`src/rtl/dg_pkg.sv`:
```
package dg_pkg;

   typedef enum logic {
      PH_IDLE    = 1'b0,
      PH_COLLECT = 1'b1
   } dg_phase_e;

   // number of code words needed so that every chain has a distinct nonzero column
   function automatic int code_bits_needed(input int nchain);
      return $clog2(nchain + 1);
   endfunction

endpackage

```
`src/rtl/dg_code_rom.sv`:
```
module dg_code_rom #(
   parameter int NCHAIN = 8,
   parameter int NCODE  = 4
) (
   output logic [NCODE-1:0][NCHAIN-1:0] words_o
);

   // word j, column i = bit j of (i+1)
   for (genvar j = 0; j < NCODE; j++) begin : g_word
      for (genvar i = 0; i < NCHAIN; i++) begin : g_col
         localparam int COLVAL = i + 1;
         assign words_o[j][i] = COLVAL[j];
      end
   end

endmodule

```
`src/rtl/dg_sig_reg.sv`:
```
module dg_sig_reg #(
   parameter int              W    = 8,
   parameter logic [W-1:0]    POLY = W'('h1D)
) (
   input  logic         clk,
   input  logic         rst_n,
   input  logic         clr_i,
   input  logic         misr_en_i,
   input  logic         misr_last_i,
   input  logic         shift_en_i,
   input  logic [W-1:0] src_i,
   input  logic [W-1:0] mask_i,
   output logic [W-1:0] sig_o,
   output logic [W-1:0] next_sig_o
);

   logic [W-1:0] sig_q;
   logic [W-1:0] gated;
   logic         par;

   assign gated      = src_i & mask_i;
   assign par        = ^gated;
   assign next_sig_o = {sig_q[W-2:0], 1'b0} ^ (sig_q[W-1] ? POLY : '0) ^ gated;
   assign sig_o      = sig_q;

   always_ff @(posedge clk or negedge rst_n) begin
      if (!rst_n)                          sig_q <= '0;
      else if (clr_i)                      sig_q <= '0;
      else if (misr_en_i && misr_last_i)   sig_q <= '0;
      else if (misr_en_i)                  sig_q <= next_sig_o;
      else if (shift_en_i)                 sig_q <= {sig_q[W-2:0], par};
   end

   // collection is a plain shift, no feedback term
   assert_shift_nofb_R4: assert property (@(posedge clk) disable iff (!rst_n)
      (shift_en_i && !clr_i && !misr_en_i) |=> (sig_o[W-1:1] == $past(sig_o[W-2:0])));

   // end of response leaves the register empty
   assert_last_clears_R2: assert property (@(posedge clk) disable iff (!rst_n)
      (misr_en_i && misr_last_i && !clr_i) |=> (sig_o == '0));

endmodule

```
`src/rtl/dg_syn_decode.sv`:
```
module dg_syn_decode #(
   parameter int NCHAIN = 8,
   parameter int NCODE  = 4,
   parameter int CW     = 3
) (
   input  logic             clk,
   input  logic             rst_n,
   input  logic [NCODE-1:0] syn_i,
   input  logic [NCODE-1:0] ref_i,
   output logic             fault_o,
   output logic             multi_o,
   output logic [CW-1:0]    chain_o
);

   localparam logic [NCODE:0] NMAX = (NCODE+1)'(NCHAIN);

   logic [NCODE-1:0] diff;
   logic [NCODE-1:0] idx;

   assign diff    = syn_i ^ ref_i;
   assign fault_o = |diff;
   assign multi_o = ({1'b0, diff} > NMAX);
   assign idx     = diff - NCODE'(1);
   assign chain_o = (fault_o && !multi_o) ? idx[CW-1:0] : '0;

   // a multiple-fault report is always a fault
   assert_multi_fault_R6: assert property (@(posedge clk) disable iff (!rst_n)
      multi_o |-> fault_o);

endmodule

```
`src/rtl/scan_fault_locator.sv`:
```
module scan_fault_locator
   import dg_pkg::*;
#(
   parameter int                NCHAIN = 8,
   parameter int                NCODE  = 4,
   parameter logic [NCHAIN-1:0] POLY   = NCHAIN'('h1D),
   localparam int               CW     = (NCHAIN > 1) ? $clog2(NCHAIN) : 1,
   localparam int               CNTW   = (NCODE > 1) ? $clog2(NCODE) : 1
) (
   input  logic              clk,
   input  logic              rst_n,
   input  logic              diag_mode_i,
   input  logic              slice_vld_i,
   input  logic              resp_last_i,
   input  logic [NCHAIN-1:0] slice_i,
   input  logic [NCHAIN-1:0] ref_sig_i,
   input  logic [NCODE-1:0]  ref_syn_i,
   output logic              busy_o,
   output logic              det_done_o,
   output logic              det_fail_o,
   output logic              diag_done_o,
   output logic              diag_fault_o,
   output logic              diag_multi_o,
   output logic [CW-1:0]     diag_chain_o,
   output logic [NCHAIN-1:0] sig_o
);

   if (NCODE < code_bits_needed(NCHAIN)) begin : g_chk_code
      $error("NCODE too small for NCHAIN distinct columns");
   end
   if (NCHAIN < NCODE || NCHAIN < 2) begin : g_chk_width
      $error("signature register narrower than syndrome");
   end
   if (NCODE < CW) begin : g_chk_idx
      $error("NCODE narrower than chain index");
   end

   dg_phase_e         phase_q;
   logic [CNTW-1:0]   cnt_q;
   logic [NCHAIN-1:0] slice_q;
   logic [NCODE-1:0]  ref_q;
   logic              ddone_q, det_done_q, det_fail_q;
   logic              busy, start, det_step, last_local;

   logic [NCODE-1:0][NCHAIN-1:0] words;
   logic [NCHAIN-1:0] mask, src, next_sig;
   logic [NCODE-1:0]  syn;

   assign busy       = (phase_q == PH_COLLECT);
   assign start      = slice_vld_i & diag_mode_i & ~busy;
   assign det_step   = slice_vld_i & ~diag_mode_i & ~busy;
   assign last_local = busy && (cnt_q == CNTW'(NCODE-1));

   dg_code_rom #(.NCHAIN(NCHAIN), .NCODE(NCODE)) u_rom (.words_o(words));

   // detection: all mask bits at one; collection: current code word
   assign mask = busy ? words[cnt_q] : '1;
   assign src  = busy ? slice_q : slice_i;

   dg_sig_reg #(.W(NCHAIN), .POLY(POLY)) u_sig (
      .clk        (clk),
      .rst_n      (rst_n),
      .clr_i      (start),
      .misr_en_i  (det_step),
      .misr_last_i(resp_last_i),
      .shift_en_i (busy),
      .src_i      (src),
      .mask_i     (mask),
      .sig_o      (sig_o),
      .next_sig_o (next_sig)
   );

   always_ff @(posedge clk or negedge rst_n) begin
      if (!rst_n) begin
         phase_q    <= PH_IDLE;
         cnt_q      <= '0;
         slice_q    <= '0;
         ref_q      <= '0;
         ddone_q    <= 1'b0;
         det_done_q <= 1'b0;
         det_fail_q <= 1'b0;
      end else begin
         ddone_q    <= last_local;
         det_done_q <= det_step & resp_last_i;
         det_fail_q <= det_step & resp_last_i & (next_sig != ref_sig_i);
         if (start) begin
            phase_q <= PH_COLLECT;
            cnt_q   <= '0;
            slice_q <= slice_i;
            ref_q   <= ref_syn_i;
         end else if (last_local) begin
            phase_q <= PH_IDLE;
            cnt_q   <= '0;
         end else if (busy) begin
            cnt_q   <= cnt_q + CNTW'(1);
         end
      end
   end

   // first collected bit ends up highest: reverse into syndrome order
   for (genvar j = 0; j < NCODE; j++) begin : g_rev
      assign syn[j] = sig_o[NCODE-1-j];
   end

   dg_syn_decode #(.NCHAIN(NCHAIN), .NCODE(NCODE), .CW(CW)) u_dec (
      .clk    (clk),
      .rst_n  (rst_n),
      .syn_i  (syn),
      .ref_i  (ref_q),
      .fault_o(diag_fault_o),
      .multi_o(diag_multi_o),
      .chain_o(diag_chain_o)
   );

   assign busy_o      = busy;
   assign diag_done_o = ddone_q;
   assign det_done_o  = det_done_q;
   assign det_fail_o  = det_fail_q;

   // completion pulse is one cycle wide
   assert_done_pulse_R5: assert property (@(posedge clk) disable iff (!rst_n)
      diag_done_o |=> !diag_done_o);

   // completion only ends a busy period
   assert_done_after_busy_R5: assert property (@(posedge clk) disable iff (!rst_n)
      $rose(diag_done_o) |-> ($past(busy_o) && !busy_o));

endmodule

```
`config.mk`:
```
export PLATFORM = sky130hd
export DESIGN_NAME = scan_fault_locator
export DESIGN_NICKNAME = d
export VERILOG_FILES = /design/src/rtl/dg_pkg.sv /design/src/rtl/dg_code_rom.sv /design/src/rtl/dg_sig_reg.sv /design/src/rtl/dg_syn_decode.sv /design/src/rtl/scan_fault_locator.sv
export SDC_FILE = /design/constraint.sdc
export NUM_CORES = 1
export LEC_CHECK = 0
export BUFFER_PORTS_ARGS = -buffer_cell sky130_fd_sc_hd__buf_2
export CORE_MARGIN = 2
export CORE_UTILIZATION = 45
export CTS_CLUSTER_DIAMETER = 200
export DETAILED_ROUTE_END_ITERATION = 10
export PLACE_DENSITY = 0.69
export SETUP_SLACK_MARGIN = 0.3
export SLEW_MARGIN = 5
export SYNTH_ARGS = -nofsm -noshare
export SYNTH_HDL_FRONTEND = slang
export SYNTH_SLANG_ARGS = --single-unit
export TNS_END_PERCENT = 30
```
`constraint.sdc`:
```
create_clock -name clk -period 2.4 [get_ports clk]
set_input_delay 0.12 -clock clk [delete_from_list [all_inputs] [get_ports clk]]
set_output_delay 0.12 -clock clk [all_outputs]
set_load 0.05 [all_outputs]
```
==> flow_summary.ini, run 1 <==
[sta]
hold_viol_final = 0
achievable-frequency_mhz = 482.6
tightest_slew_ns = 0.5780
post-route-min-period_ns = 2.072
drv_slew = 0
setup-tns-final_ns = 0
finalSetupViolations = 0
post-route-period-util_pct = 86.33
rsz0062_at_grt = true
max_slew_margin_pct = 61.47
finClkSkew_ns = 0.002390
holdWs_ns = 0.07581

[setup_path]
r2r_slack_ns = 0.33
timing.rr.start = cnt_q[0]
r2r_cells = 9
worst-path-max-fanout = 4
cp_data_arrival_time_ns = 2.23
path_class = reg2reg
timing.rr.end = u_sig.sig_o[0]
endpoint_kind = flip-flop
start_kind = flip-flop
cp.required_ns = 2.56

[grt]
grt_overflow = 0
antenna_found_initial = 0
grt_pass1_vias = 1119
grt_usage_pct = 15.84
grt_max_degree = 27
grt_pass1_wl_um = 5209

[synth]
synth_seq_area_share_pct = 38.78
ys_top_cells_by_count = xnor2_1, dfrtp_1, nand2_1
synth_cells = 166
synth_edf_count = 0
yosysWarnings = 0
syn_area_mm2 = 0.001678
ys.flop_type = dfrtp_1
synth_nets = 198
yosysTopAreaCellShare_pct = 38.78
avgSynthCellArea_um2 = 10.11
synthArstFlopShare_pct = 100.0
synth_seq_cells = 26
yosysMostFrequentCell = xnor2_1
yosys.cell_types.count = 34
synth_top_cell_by_area = dfrtp_1
synthTopCellsByArea = dfrtp_1, xnor2_1, mux2_2

[place]
routabilityCongestion = 0.8183
hpwl_um = 2493
io_buffers = 41

[cts]
htreeDepth = 1
cts_root_buffer = clkbuf_8
cts_buffers = 3
cts_tree = done
path_clk_slew_ns = 0.09
cts_sinks = 26
ctsLongestPathBuffers = 2
clk_latency_ns = 0.27

[min_path]
holdPathEnd = ref_q[3]
min_path_cells = 2
min_path_type = in2reg
hold_path_startpoint = ref_syn_i[3]

[finish]
layout-drive-gt1-share_pct = 35.24
antennaDiodeCount = 0
syn2layout_area_growth_pct = 20.88
nets = 243

[floorplanning]
die_w_um = 65.06
ioPinCount = 42
die_area_mm2 = 0.004233
row_count = 22
floorplan.initialDensity_pct = 46.18
die_h_um = 65.06
coreArea_mm2 = 0.003633

[route]
vias_per_cell = 4.899
wire_per_inst_um = 12.53
first_iter_violations = 56
drc = 0
drt_wl_total_um = 3232
drtAntennaViolNets = 0
drtPass1Iterations = 4
vias = 1264

[job]
drv_cap = 0

[run_status]
outcome = finished, final reports clean
## logic make-up (layout without fill, tap and decap cells)
family                   after synthesis  after routing  share of synthesized area, %
AO/OA/AOI/OAI                         23             23                         9.620
multiplexers                          12             12                         7.979
AND/OR/NAND/NOR                       48             48                         14.69
buffers and inverters                 12             56                         3.430
adder cells (fa/ha/maj)                7              7                         5.220
XOR/XNOR                              38             38                         20.28
flip-flops                            26             26                         38.78
## stage by stage
stage	setup WS (ns)	std cells	utilization [%]	cell area, um^2
after floorplan	0.2174	166	-	1680
after global placement	0.3539	251	53.00	1926
after detailed placement	0.2854	251	53.00	1926
after CTS	0.3069	257	54.99	1998
after global routing	0.2647	258	55.82	2028
final	0.3280	258	55.82	2028
## state kept, by name, summed over array words and instances (netlist names)
register,flops
slice_q,8
busy_o,1
det_done_o,1
det_fail_o,1
ref_q,4
u_sig.sig_o,8
cnt_q,2
diag_done_o,1
## layer usage
metal	global-route usage [%]	share of wire (%)	vias to the layer above
met1	22.09	48	595
li1	-	-	638
met4	2.344	0.43	0
met3	3.299	4.4	2
met5	0	0	-
met2	26.03	47	29
## worst max-delay path: stages, from the launching register on
cell and delay (ns):
dfrtp_1 0.42, buf_4 0.15, buf_4 0.13, ha_1 0.19, nor2b_1 0.10, mux2i_1 0.13
xnor2_1 0.29, xnor2_2 0.11, xnor2_1 0.13, a221o_1 0.34
## worst max path at each step
stage	from	end	slack, ns	cells after the start
floorplan	u_sig.sig_o[2]	diag_chain_o[2]	0.22	5
global placement	cnt_q[0]	u_sig.sig_o[0]	0.35	8
detailed placement	cnt_q[0]	u_sig.sig_o[0]	0.29	8
CTS	cnt_q[1]	u_sig.sig_o[0]	0.31	8
global route	cnt_q[0]	u_sig.sig_o[0]	0.26	9
finish	cnt_q[0]	u_sig.sig_o[0]	0.33	9
## layout by cell type (no fill, tap or decap), types with 3 or more instances in the layout
cell	n
clkbuf_8	4
mux2_2	11
xor2_1	8
a31oi_1	3
nor2_1	7
o21ai_0	12
nand2_1	15
nor2b_1	5
buf_2	41
and2_1	3
ha_1	7
xnor2_1	27
inv_1	6
buf_4	4
nor3_1	5
xnor2_2	3
dfrtp_1	25
## repair_timing
| item | in CTS | in global routing |
|---|---|---|
| setup buffers | 1 | 1 |
| resized for setup | 0 | 4 |
| gates cloned | 0 | 0 |
| endpoints found under the setup margin | 1 | 5 |
| pin swaps | 0 | 2 |
| hold buffers | 1 | 0 |
| endpoints found under the hold margin | 26 | 0 |
## layout make-up
cell class / instances / area (um^2)
flip-flops and latches: 26 / 651.9
multi-input cells: 128 / 993.5
fillers: 345 / 1605
clock buffers: 4 / 55.05
inverters: 6 / 22.52
repair buffers: 46 / 245.2
well taps: 48 / 60.06
Power of run 1 is left out: the tool's default activity adds up to more than one toggle a clock period on the data nets, which glitch-free logic cannot reach.
==> run 2: changes to the inputs <==
--- a/config.mk
+++ b/config.mk
@@ -10,7 +10,7 @@
 export CORE_UTILIZATION = 45
 export CTS_CLUSTER_DIAMETER = 200
 export DETAILED_ROUTE_END_ITERATION = 10
-export PLACE_DENSITY = 0.69
+export PLACE_DENSITY = 0.79
 export SETUP_SLACK_MARGIN = 0.3
 export SLEW_MARGIN = 5
 export SYNTH_ARGS = -nofsm -noshare
==> flow_summary.ini, run 2 (synthesis gave the netlist of run 1 again) <==
[route]
drc = 0
vias_per_cell = 4.965
wire_per_inst_um = 12.95
drtPass1Iterations = 4
drt_wl_total_um = 3315
vias = 1271
drtAntennaViolNets = 0
first_iter_violations = 33

[floorplanning]
coreArea_mm2 = 0.003633
row_count = 22
ioPinCount = 42
die_h_um = 65.06
die_w_um = 65.06
die_area_mm2 = 0.004233
floorplan.initialDensity_pct = 46.18

[setup_path]
start_kind = flip-flop
cp_data_arrival_time_ns = 2.16
path_class = reg2reg
r2r_cells = 7
r2r_slack_ns = 0.39
cpPeakStageDelay_ns = 0.46
cp_num_buf_inv = 1
endpoint_kind = flip-flop
cp.required_ns = 2.56
slowest_stage = dfrtp_2
crit_family = compound AO/OA/AOI/OAI gates
timing.rr.end = u_sig.sig_o[0]
path_cells = inv_2 > ha_2 > a31oi_2 > xnor2_1 > xnor2_2 > xnor2_1 > a221o_1
timing.rr.start = cnt_q[1]
crit_path_frequent_cell = xnor2_1
worst-path-max-fanout = 6

[sta]
finalSetupViolations = 0
achievable-frequency_mhz = 498.0
rsz0062_at_grt = true
tightest_slew_ns = 0.5880
fin_ws_ns = 0.3921
hold_viol_final = 0
finClkSkew_ns = 0.002379
setup-tns-final_ns = 0
post-route-period-util_pct = 83.66
post-route-min-period_ns = 2.008
holdWs_ns = 0.08007
max_slew_margin_pct = 60.80
drv_slew = 0

[place]
io_buffers = 41
hpwl_um = 2633
pre_cts_ws_ns = 0.2913
routabilityCongestion = 0.8486

[grt]
grt_pass1_vias = 1318
top_usage_layer = met2
use_met3_pct = 2.431
use_met2_pct = 30.93
grt_pass1_wl_um = 5609
grt_overflow = 0
grt_max_degree = 27
globalRouteMet1Util_pct = 19.80
grt_usage_pct = 16.79
antenna_found_initial = 0

[finish]
layout-drive-gt1-share_pct = 35.10
final_util_pct = 54.89
syn2layout_area_growth_pct = 18.87
layout_common_cells = buf_2, xnor2_1, dfrtp_1
final_common_cell = buf_2
nets = 242
fillers = 344
antennaDiodeCount = 0

[cts]
cts_sinks = 26
cts_buffers = 3
htreeDepth = 1
ctsLongestPathBuffers = 2
cts_root_buffer = clkbuf_8
path_clk_slew_ns = 0.09
clk_latency_ns = 0.26
cts_tree = done

[min_path]
min_path_type = in2reg
hold_path_startpoint = ref_syn_i[2]
min_path_cells = 2
holdPathEnd = ref_q[2]

[job]
drv_cap = 0

[run_status]
outcome = finished, final reports clean
## run 2: cell types whose count changed in the layout (fill, tap and decap cells not counted), sizes merged
| cell | change |
|---|---|
| buf | -1 |
| clkbuf | -1 |
## run 2: layout make-up
cell class / instances / area [um^2] / area share, %
Clock buffer: 3 / 41.29 / 2.070
Inverter: 6 / 22.52 / 1.129
Multi-Input combinational cell: 128 / 980.9 / 49.18
Sequential cell: 26 / 651.9 / 32.69
Tap cell: 48 / 60.06 / 3.011
Timing Repair Buffer: 45 / 237.7 / 11.92
## run 2: worst reg2reg max path: cells and delay by family, from the launching register on
family,cells,cell delay [ns]
adder cells (fa/ha/maj),1,0.28
XOR/XNOR,3,0.44
flip-flops,1,0.46
AO/OA/AOI/OAI,2,0.64
buffers and inverters,1,0.08
## run 2: routing by layer
layer | up-vias | share of wire (%)
met2 | 30 | 50
met3 | 4 | 4.2
met4 | 0 | 0.97
met1 | 599 | 44
met5 | - | 0
li1 | 638 | -
## run 2: worst max-delay path by stage
stage,startpoint,endpoint,slack (ns),cells past startpoint
2_1_floorplan,u_sig.sig_o[2],diag_chain_o[2],0.22,5
5_1_grt,u_sig.sig_o[3],diag_chain_o[0],0.29,6
3_5_place_dp,cnt_q[0],u_sig.sig_o[0],0.29,8
4_1_cts,cnt_q[1],u_sig.sig_o[0],0.32,8
6_report,cnt_q[1],u_sig.sig_o[0],0.39,7
3_3_place_gp,cnt_q[0],u_sig.sig_o[0],0.36,8
## run 2: metrics by stage
step,instance area (um^2),std cells
global route,1994,256
floorplan,1680,166
global placement,1926,251
detailed placement,1926,251
CTS,1991,256
finish,1994,256
## run 2: what timing repair did
item | CTS | global route
gates resized for setup | 2 | 3
pin swaps | 1 | 3
setup endpoints to repair | 1 | 4
hold buffers | 1 | 0
setup buffers | 1 | 0
hold endpoints to repair | 26 | 0
Power of run 2 is left out for the same reason.
==> run 3: changes to the inputs <==
--- a/config.mk
+++ b/config.mk
@@ -10,7 +10,7 @@
 export CORE_UTILIZATION = 45
 export CTS_CLUSTER_DIAMETER = 200
 export DETAILED_ROUTE_END_ITERATION = 10
-export PLACE_DENSITY = 0.79
+export PLACE_DENSITY = 0.82
 export SETUP_SLACK_MARGIN = 0.3
 export SLEW_MARGIN = 5
 export SYNTH_ARGS = -nofsm -noshare
==> constraint.sdc (replaced) <==
create_clock -name clk -period 1.6 [get_ports clk]
set_input_delay 0.08 -clock clk [delete_from_list [all_inputs] [get_ports clk]]
set_output_delay 0.08 -clock clk [all_outputs]
set_load 0.05 [all_outputs]
==> flow_summary.ini, run 3 (synthesis gave the netlist of run 1 again) <==
[grt]
grt_pass1_vias = 1397
grt_overflow = 0
antenna_found_initial = 0
grt_pass1_wl_um = 6513
grt_max_degree = 27
grt_usage_pct = 19.91

[finish]
final_common_cell = buf_2
antennaDiodeCount = 0
nets = 257
layout-drive-gt1-share_pct = 55.80
stdcell_count = 272
layout_common_cells = buf_2, xnor2_1, dfrtp_1
syn2layout_area_growth_pct = 48.77

[sta]
achievable-frequency_mhz = 522.3
finalSetupViolations = 8
max_slew_margin_pct = 61.19
rsz0062_at_grt = true
post-route-min-period_ns = 1.915
tightest_slew_ns = 0.5821
finClkSkew_ns = 0.01522
drv_slew = 0
fin_ws_ns = -0.3146
hold_viol_final = 0
post-route-period-util_pct = 119.7

[floorplanning]
coreArea_mm2 = 0.003633
die_w_um = 65.06
ioPinCount = 42
floorplan.initialDensity_pct = 46.18
die_area_mm2 = 0.004233
die_h_um = 65.06
row_count = 22

[cts]
cts_sinks = 26
path_clk_slew_ns = 0.10
ctsLongestPathBuffers = 2
cts_root_buffer = clkbuf_8
cts_buffers = 3
cts_tree = done
htreeDepth = 1
clk_latency_ns = 0.28

[setup_path]
cp.required_ns = 1.77
endpoint_kind = flip-flop
r2r_cells = 8
r2r_slack_ns = -0.31
path_class = reg2reg
cp_data_arrival_time_ns = 2.09
start_kind = flip-flop
timing.rr.end = u_sig.sig_o[0]
cp-endpoint = u_sig.sig_o[0]
worst-path-max-fanout = 6
timing.rr.start = cnt_q[0]
cp-startpoint = cnt_q[0]

[place]
io_buffers = 41
placed_cells = 265
routabilityCongestion = 0.7930
hpwl_um = 2743

[run_status]
violations = negative setup slack
outcome = finished, violations left

[route]
drtPass1Iterations = 4
first_iter_violations = 124
drc = 0
vias_per_cell = 5.118
drt_wl_total_um = 4202
drtAntennaViolNets = 0
wire_per_inst_um = 15.45
vias = 1392

[min_path]
min_path_type = in2reg

[job]
drv_cap = 0
run 3: cell count changes in the layout (fill, tap and decap cells not counted), sizes merged:
cell,before,now
buf,44,59
bufinv,0,1
run 3: cell type report:
| class | count | area, um^2 |
|---|---|---|
| inverters | 6 | 22.52 |
| multi-input cells | 128 | 1280 |
| flip-flops and latches | 26 | 658.1 |
| clock buffers | 3 | 41.29 |
| fillers | 252 | 1137 |
| well taps | 48 | 60.06 |
| repair buffers | 60 | 404.1 |
| clock inverters | 1 | 30.03 |
run 3: per-stage QoR:
stage	TNS [ns]	setup slack (ns)	hold slack [ns]	area [um^2]	utilization (%)
2_1_floorplan	-0.6669	-0.2483	-0.2156	1818	-
3_3_place_gp	-0.7824	-0.2909	0.1098	2148	59.13
3_5_place_dp	-1.274	-0.3736	0.1077	2148	59.13
4_1_cts	-1.117	-0.3065	0.02712	2379	65.46
5_1_grt	-2.255	-0.3892	0.03378	2496	68.70
6_report	-1.595	-0.3146	0.02978	2496	68.70
run 3: worst min path at each step:
stage                       from              to  slack, ns  depth (start not counted)
finish              ref_syn_i[0]        ref_q[0]       0.03                          2
global route        ref_syn_i[1]        ref_q[1]       0.03                          2
CTS                 ref_syn_i[0]        ref_q[0]       0.03                          2
detailed placement         rst_n  u_sig.sig_o[5]       0.11                          1
global placement           rst_n  u_sig.sig_o[7]       0.11                          1
floorplan                  rst_n          busy_o      -0.22                          0
run 3: metal layers:
layer / routed length (um) / global-route usage [%]
met5: 0 / 0
met4: 58 / 3.906
met3: 172 / 4.167
met2: 2104 / 34.66
met1: 1867 / 25.66
run 3: worst max-delay path: stages (launching register included):
cell,delay [ns]
dfrtp_2,0.43
inv_2,0.08
ha_4,0.17
or2_4,0.26
and3_4,0.16
o22ai_4,0.16
xnor2_2,0.14
xnor2_1,0.10
a221o_1,0.32
run 3: what timing repair did:
| action | CTS | global route |
|---|---|---|
| buffers inserted | 1 | 1 |
| resized for setup | 38 | 25 |
| endpoints found under the hold margin | 26 | 0 |
| endpoints found under the setup margin | 24 | 26 |
| hold buffers | 1 | 0 |
| gates cloned | 0 | 0 |
| pin swaps | 7 | 6 |
Power of run 3 is left out for the same reason.
